<file path="src/rtl/dac_cmd_core.sv">
module dac_cmd_core #(
  parameter int DATA_W = 10,
  parameter int PAD_W  = 2
) (
  input  logic              clk,
  input  logic              rst_n,
  input  logic              sclk,
  input  logic              cs_n,
  input  logic              sdi,
  output logic [DATA_W-1:0] dac_a_o,
  output logic [DATA_W-1:0] dac_b_o,
  output logic              drive_en_o
);
  localparam int CMD_W   = 4;
  localparam int FRAME_W = CMD_W + DATA_W + PAD_W;
  localparam int CNT_W   = $clog2(FRAME_W + 2);
  localparam logic [CNT_W-1:0] CNT_FULL = CNT_W'(FRAME_W);
  localparam logic [CNT_W-1:0] CNT_OVER = CNT_W'(FRAME_W + 1);

  localparam logic [3:0] OP_LD_A   = 4'b0001;
  localparam logic [3:0] OP_LD_B   = 4'b0010;
  localparam logic [3:0] OP_XFER   = 4'b1000;
  localparam logic [3:0] OP_LDUP_A = 4'b1001;
  localparam logic [3:0] OP_LDUP_B = 4'b1010;
  localparam logic [3:0] OP_WAKE   = 4'b1101;
  localparam logic [3:0] OP_SLEEP  = 4'b1110;
  localparam logic [3:0] OP_BOTH   = 4'b1111;

  logic [2:0]         sclk_s, csn_s;
  logic [1:0]         sdi_s;
  logic [FRAME_W-1:0] shreg;
  logic [CNT_W-1:0]   bit_cnt;
  logic [DATA_W-1:0]  stg_a, stg_b, out_a, out_b;
  logic               awake;

  wire sclk_rise = sclk_s[1] & ~sclk_s[2];
  wire cs_rise   = csn_s[1] & ~csn_s[2];
  wire fire      = cs_rise && (bit_cnt == CNT_FULL);
  wire [CMD_W-1:0]  cmd  = shreg[FRAME_W-1 -: CMD_W];
  wire [DATA_W-1:0] code = shreg[PAD_W +: DATA_W];

  assign dac_a_o    = out_a;
  assign dac_b_o    = out_b;
  assign drive_en_o = awake;

  always_ff @(posedge clk or negedge rst_n) begin
    if (!rst_n) begin
      sclk_s <= '0;
      csn_s  <= '1;
      sdi_s  <= '0;
    end else begin
      sclk_s <= {sclk_s[1:0], sclk};
      csn_s  <= {csn_s[1:0], cs_n};
      sdi_s  <= {sdi_s[0], sdi};
    end
  end

  always_ff @(posedge clk or negedge rst_n) begin
    if (!rst_n) begin
      shreg   <= '0;
      bit_cnt <= '0;
    end else if (csn_s[1]) begin
      bit_cnt <= '0;
    end else if (sclk_rise) begin
      shreg <= {shreg[FRAME_W-2:0], sdi_s[1]};
      if (bit_cnt != CNT_OVER) bit_cnt <= bit_cnt + 1'b1;
    end
  end

  always_ff @(posedge clk or negedge rst_n) begin
    if (!rst_n) begin
      stg_a <= '0;
      stg_b <= '0;
      out_a <= '0;
      out_b <= '0;
      awake <= 1'b0;
    end else if (fire) begin
      unique case (cmd)
        OP_LD_A: stg_a <= code;
        OP_LD_B: stg_b <= code;
        OP_XFER: begin
          out_a <= stg_a;
          out_b <= stg_b;
          awake <= 1'b1;
        end
        OP_LDUP_A: begin
          stg_a <= code;
          out_a <= code;
          out_b <= stg_b;
          awake <= 1'b1;
        end
        OP_LDUP_B: begin
          stg_b <= code;
          out_a <= stg_a;
          out_b <= code;
          awake <= 1'b1;
        end
        OP_WAKE:  awake <= 1'b1;
        OP_SLEEP: awake <= 1'b0;
        OP_BOTH: begin
          stg_a <= code;
          stg_b <= code;
          out_a <= code;
          out_b <= code;
          awake <= 1'b1;
        end
        default: ;
      endcase
    end
  end
endmodule

</file>
<file path="config.mk">
export PLATFORM = sky130hd
export DESIGN_NAME = dac_cmd_core
export DESIGN_NICKNAME = d
export VERILOG_FILES = /design/src/rtl/dac_cmd_core.sv
export SDC_FILE = /design/constraint.sdc
export NUM_CORES = 1
export LEC_CHECK = 0
export BUFFER_PORTS_ARGS = -buffer_cell sky130_fd_sc_hd__buf_2
export CAP_MARGIN = 15
export CORE_MARGIN = 10
export CORE_UTILIZATION = 45
export CTS_CLUSTER_DIAMETER = 100
export DETAILED_ROUTE_END_ITERATION = 8
export GPL_ROUTABILITY_DRIVEN = 0
export PLACE_DENSITY = 0.65
export SLEW_MARGIN = 20
export SYNTH_ARGS = -nofsm -noshare
export SYNTH_HDL_FRONTEND = slang
export SYNTH_SLANG_ARGS = --single-unit
export TNS_END_PERCENT = 1
</file>
<file path="constraint.sdc">
create_clock -name clk -period 1.55 [get_ports clk]
set_input_delay 0.0775 -clock clk [delete_from_list [all_inputs] [get_ports clk]]
set_output_delay 0.0775 -clock clk [all_outputs]
set_load 0.01 [all_outputs]
</file>
==> reports/results.txt <==
The flow ran to the end, but the final reports show violations. The final reports fail on setup timing. The largest incremental delay on the critical path is 400 ps.

For this configuration, the core starts out at a cell density of 46.2%. In this run the post-CTS setup repair buffer count came out at 0. The initial antenna violation count is 0, and the register-to-register path setup slack is -60 ps. After filler insertion, the fill cell instance count of the layout stands at 519.

The synthesized design devotes to its leading area cell type 57.1% of total area. The static leakage was 1.72 nW; the adder-cell share of the synthesized area was 1.28%. The proportion of layout cells with a drive suffix above 1 is 42.8%, and the number of core rows is 29. The number of standard cells after synthesis is 223. The largest total area in the synthesized netlist belongs to sky130_fd_sc_hd__dfrtp_1.

In this run the power density over the cells is 1100 nW/um^2. The run gives 0 as the DRC violation count after routing. The y dimension of the die was 101 um; the clock-pin slew reported for the worst setup and hold paths after clock tree synthesis was 80 ps. The floorplan step defined a die boundary enclosing 10200 um^2. The run gives 0 as the Yosys warning count. In this run, placement finished with an instance count of 332. Summing all flip-flop and latch instances after layout gives 1760 um^2.

Entering global routing, the biggest net connects 41 pins. The number of global-route vias before repair was 1828; the post-synth net total was 231. Yosys attributes the largest share of cell area to sky130_fd_sc_hd__dfrtp_1 57%, sky130_fd_sc_hd__mux2_2 13%, sky130_fd_sc_hd__mux2i_1 7.2%, sky130_fd_sc_hd__a21oi_1 3.6%, sky130_fd_sc_hd__nor2_1 3.2%. The global-route met1 utilization was 15.2%; the number of failing hold endpoints at the final stage was 0.

The count of final max-slew check failures was 0; the initial DRC count was 84. Across the run, the number of max-cap violations was 0. The clock drives 70 sinks. Synthesized-area fraction occupied by and/or/nand/nor cells: 8.73%. The tools report the worst path required time as 1820 ps.

Placed wire-length estimate after detailed placement: 3590 um. Distinct cell type count after synthesis: 29. The routed wire length is 5760 um.

Setup repair after global routing could not meet its margin everywhere. Detailed routing inserted a total of 1809 vias. The run gives 0 as the number of inserted diodes. Dividing the detail-routed wire length by the instance count gives 16.2 um.

Global routing consumed, on the met3 layer, 5.08% of the routing resources. The die is 101 um wide. The number of clock buffers added by TritonCTS is 9.

The post-layout total power is 3.99 mW, and the final global-route overflow total is 0. Setup violations remaining at the end of the flow were counted as 19. For this run, the total global-route usage over all layers was measured as 11.5%.

Post-layout instance count excluding filler cells: 355. For the finished layout, the period the worst path requires is 1610 ps. The slowest stage of the critical path is the sky130_fd_sc_hd__dfrtp_1 cell. The root buffer cell chosen for the clock tree is sky130_fd_sc_hd__clkbuf_8. The signal on the critical path passes through inv_2 -> ha_4 -> and4b_1 -> and4b_4 -> clkbuf_16 -> nor2_1 -> a21oi_1.

For this run, the detailed router's first-pass iteration total came to 4. Peak clock frequency supported by timing: 622 MHz. The startpoint type of the worst setup path was a register. Critical setup path kind: register to register. For the pin with the worst max-slew slack, the measured transition is 439 ps. The run gives 0 as the number of routed nets with antenna violations.

The final critical path takes up 104% of the cycle. The worst setup path is captured at a register. Average cell area after synthesis: 13.2 um^2. Endpoint of the lowest-slack register-to-register path: dac_b_o[0]. In this run the worst hold path is classified as input pin to async pin. For the final database, setup skew stands at 9.61 ps.

The run gives 6350 um^2 as the placeable core region. After synthesis, the largest family of logic cells by area is multiplexers. The number of cells on the worst reg-to-reg path is 7. The sequential area share after synthesis is 59.8%, and the via count normalized by instance count is 5.10.

The arrival time at the worst endpoint is 1880 ps. The multi-input combinational cells in the finished layout cover a total of 1130 um^2. Summing the areas of all compound-gate instances in the mapped netlist gives 5.03% of the synthesized area. The area growth from synthesis to layout is 24.0%. Measured against its own limit, the worst slew margin works out to 70.7%.

The H-tree generated during clock tree synthesis spans 3 levels. IR analysis of the VDD net gives a maximum drop of 810 uV. The clock reaches the later pin of the worst-skew pair after 350 ps. The XOR/XNOR share of the synthesized area is 1.79%, and the netlist area before placement is 2940 um^2. At the end of the flow the core is filled with cells to 57.3%. The startpoint identified for the worst register-to-register timing path is bit_cnt[1].

The slack of the critical path came out at -56.8 ps. For the global routing met2 resource utilization, the log shows 16.2%. met2 is the most crowded layer. The number of port buffers was 25. Counting along the longest clock path gives a buffer depth of 2.

TritonCTS built the clock tree. In this run, synthesis produced a sequential element count of 70. For this run, the post-layout net count is 281.

The first global-routing pass estimated 9120 um of wire. Along the worst path, the maximum fanout reaches 7. The total I/O pin count was 26; the mux contribution to synthesized area was 20.7%.
==> worst max-delay path, delay by kind of cell (launching register included) <==
| family | cells | cell delay (ps) |
|---|---|---|
| flip-flops | 1 | 400 |
| adder cells (fa/ha/maj) | 1 | 130 |
| AND/OR/NAND/NOR | 3 | 610 |
| buffers and inverters | 2 | 280 |
| AO/OA/AOI/OAI | 1 | 110 |
==> synthesized netlist by cell type <==
cell                       instances
sky130_fd_sc_hd__nor2_2            1
sky130_fd_sc_hd__ha_1              3
sky130_fd_sc_hd__nand2b_1          1
sky130_fd_sc_hd__and4b_4           1
sky130_fd_sc_hd__xor2_1            2
sky130_fd_sc_hd__xnor2_1           4
sky130_fd_sc_hd__nor3b_4           1
sky130_fd_sc_hd__dfrtp_1          67
sky130_fd_sc_hd__dfstp_2           3
sky130_fd_sc_hd__mux2_4            1
sky130_fd_sc_hd__nand3_4           2
sky130_fd_sc_hd__nand3_1           5
sky130_fd_sc_hd__a211oi_1          1
sky130_fd_sc_hd__a21oi_1          21
sky130_fd_sc_hd__nand3b_1          1
sky130_fd_sc_hd__inv_1             4
sky130_fd_sc_hd__and3b_2           1
sky130_fd_sc_hd__buf_4             2
sky130_fd_sc_hd__buf_2             9
sky130_fd_sc_hd__nand2_1           2
sky130_fd_sc_hd__mux2_2           34
sky130_fd_sc_hd__o21ai_0           3
sky130_fd_sc_hd__a21boi_0          1
sky130_fd_sc_hd__and3_1            2
sky130_fd_sc_hd__nor2_1           25
sky130_fd_sc_hd__mux2i_1          21
sky130_fd_sc_hd__clkbuf_1          1
sky130_fd_sc_hd__and4b_1           2
sky130_fd_sc_hd__a31oi_1           2
==> repair_timing <==
item / CTS / global route
hold endpoints to repair: 20 / 0
pin swaps: 0 / 4
hold buffers: 4 / 0
endpoints found under the setup margin: 18 / 38
cloned: 0 / 3
gates resized for setup: 4 / 11
==> metal layers <==
layer	vias to the layer above	wire length, um
met2	32	2700
met1	895	2750
met5	-	0
met3	5	253
met4	0	51
li1	877	-
==> cells in the final DEF, fill, tap and decap left out, types with 2 or more instances in the layout <==
cell                             n
sky130_fd_sc_hd__dfrtp_1        65
sky130_fd_sc_hd__mux2_2         34
sky130_fd_sc_hd__buf_2          26
sky130_fd_sc_hd__mux2i_1        21
sky130_fd_sc_hd__nor2_1         21
sky130_fd_sc_hd__a21oi_1        20
sky130_fd_sc_hd__buf_4          15
sky130_fd_sc_hd__clkbuf_8       11
sky130_fd_sc_hd__nor2_2          5
sky130_fd_sc_hd__nand3_1         5
sky130_fd_sc_hd__xnor2_1         4
sky130_fd_sc_hd__dlygate4sd3_1   4
sky130_fd_sc_hd__inv_1           3
sky130_fd_sc_hd__o21ai_0         3
sky130_fd_sc_hd__dfstp_2         3
sky130_fd_sc_hd__buf_12          3
sky130_fd_sc_hd__and4b_4         2
sky130_fd_sc_hd__and3_2          2
sky130_fd_sc_hd__nand2_1         2
sky130_fd_sc_hd__xor2_1          2
sky130_fd_sc_hd__nand3_4         2
sky130_fd_sc_hd__a31oi_1         2
sky130_fd_sc_hd__ha_1            2
sky130_fd_sc_hd__bufinv_16       2
sky130_fd_sc_hd__clkbuf_16       2
sky130_fd_sc_hd__dfrtp_2         2
==> logic make-up after synthesis <==
kind of cell,after synthesis
DFF,70
adders and majority gates,3
and+or+nand+nor,44
buffers and inverters,16
xor gates and xnor gates,6
muxes,56
AOI/OAI and AO/OA,28
==> area by class of cell <==
class	count	area share, %
inverter	4	0.412
timing repair buffer	51	11.1
clock buffer	11	4.16
sequential	70	48.3
multi-input combinational	137	31.2
tap	77	2.65
clock inverter	5	2.23
==> state kept, by name, indices dropped and copies added, names as in the netlist <==
signal and count:
dac_b_o 10, stg_b 10, stg_a 10, sclk_s 3
csn_s 3, bit_cnt 5, shreg 16, drive_en_o 1
dac_a_o 10, sdi_s 2
==> metrics by stage <==
stage | hold WS, ps | TNS, ps | setup slack, ps | instance area (um^2)
5_1_grt | 218 | -2160 | -113 | 3640
3_5_place_dp | 46.1 | -63.0 | -45.7 | 3270
3_3_place_gp | 41.8 | 0 | 2.43 | 3270
4_1_cts | 191 | -10.4 | -10.4 | 3550
6_report | 199 | -502 | -56.8 | 3640
2_1_floorplan | -218 | 0 | 8.59 | 2950
==> worst max-delay path by stage <==
stage | start | end | slack [ps] | cells after the start
after detailed placement | shreg[14] | dac_b_o[5] | -50 | 5
after global routing | bit_cnt[1] | dac_b_o[3] | -110 | 7
after floorplan | bit_cnt[2] | stg_a[9] | 9 | 4
after global placement | shreg[14] | dac_b_o[5] | 2 | 5
final | bit_cnt[1] | dac_b_o[0] | -60 | 7
after CTS | bit_cnt[1] | dac_a_o[6] | -10 | 7
==> power breakdown <==
group          internal [mW]  switching (mW)
Clock                  0.993           0.689
Combinational          0.127          0.0862
Sequential              1.94           0.153
Total                   3.06           0.928
Note: power is estimated with default switching activity, not from simulation.
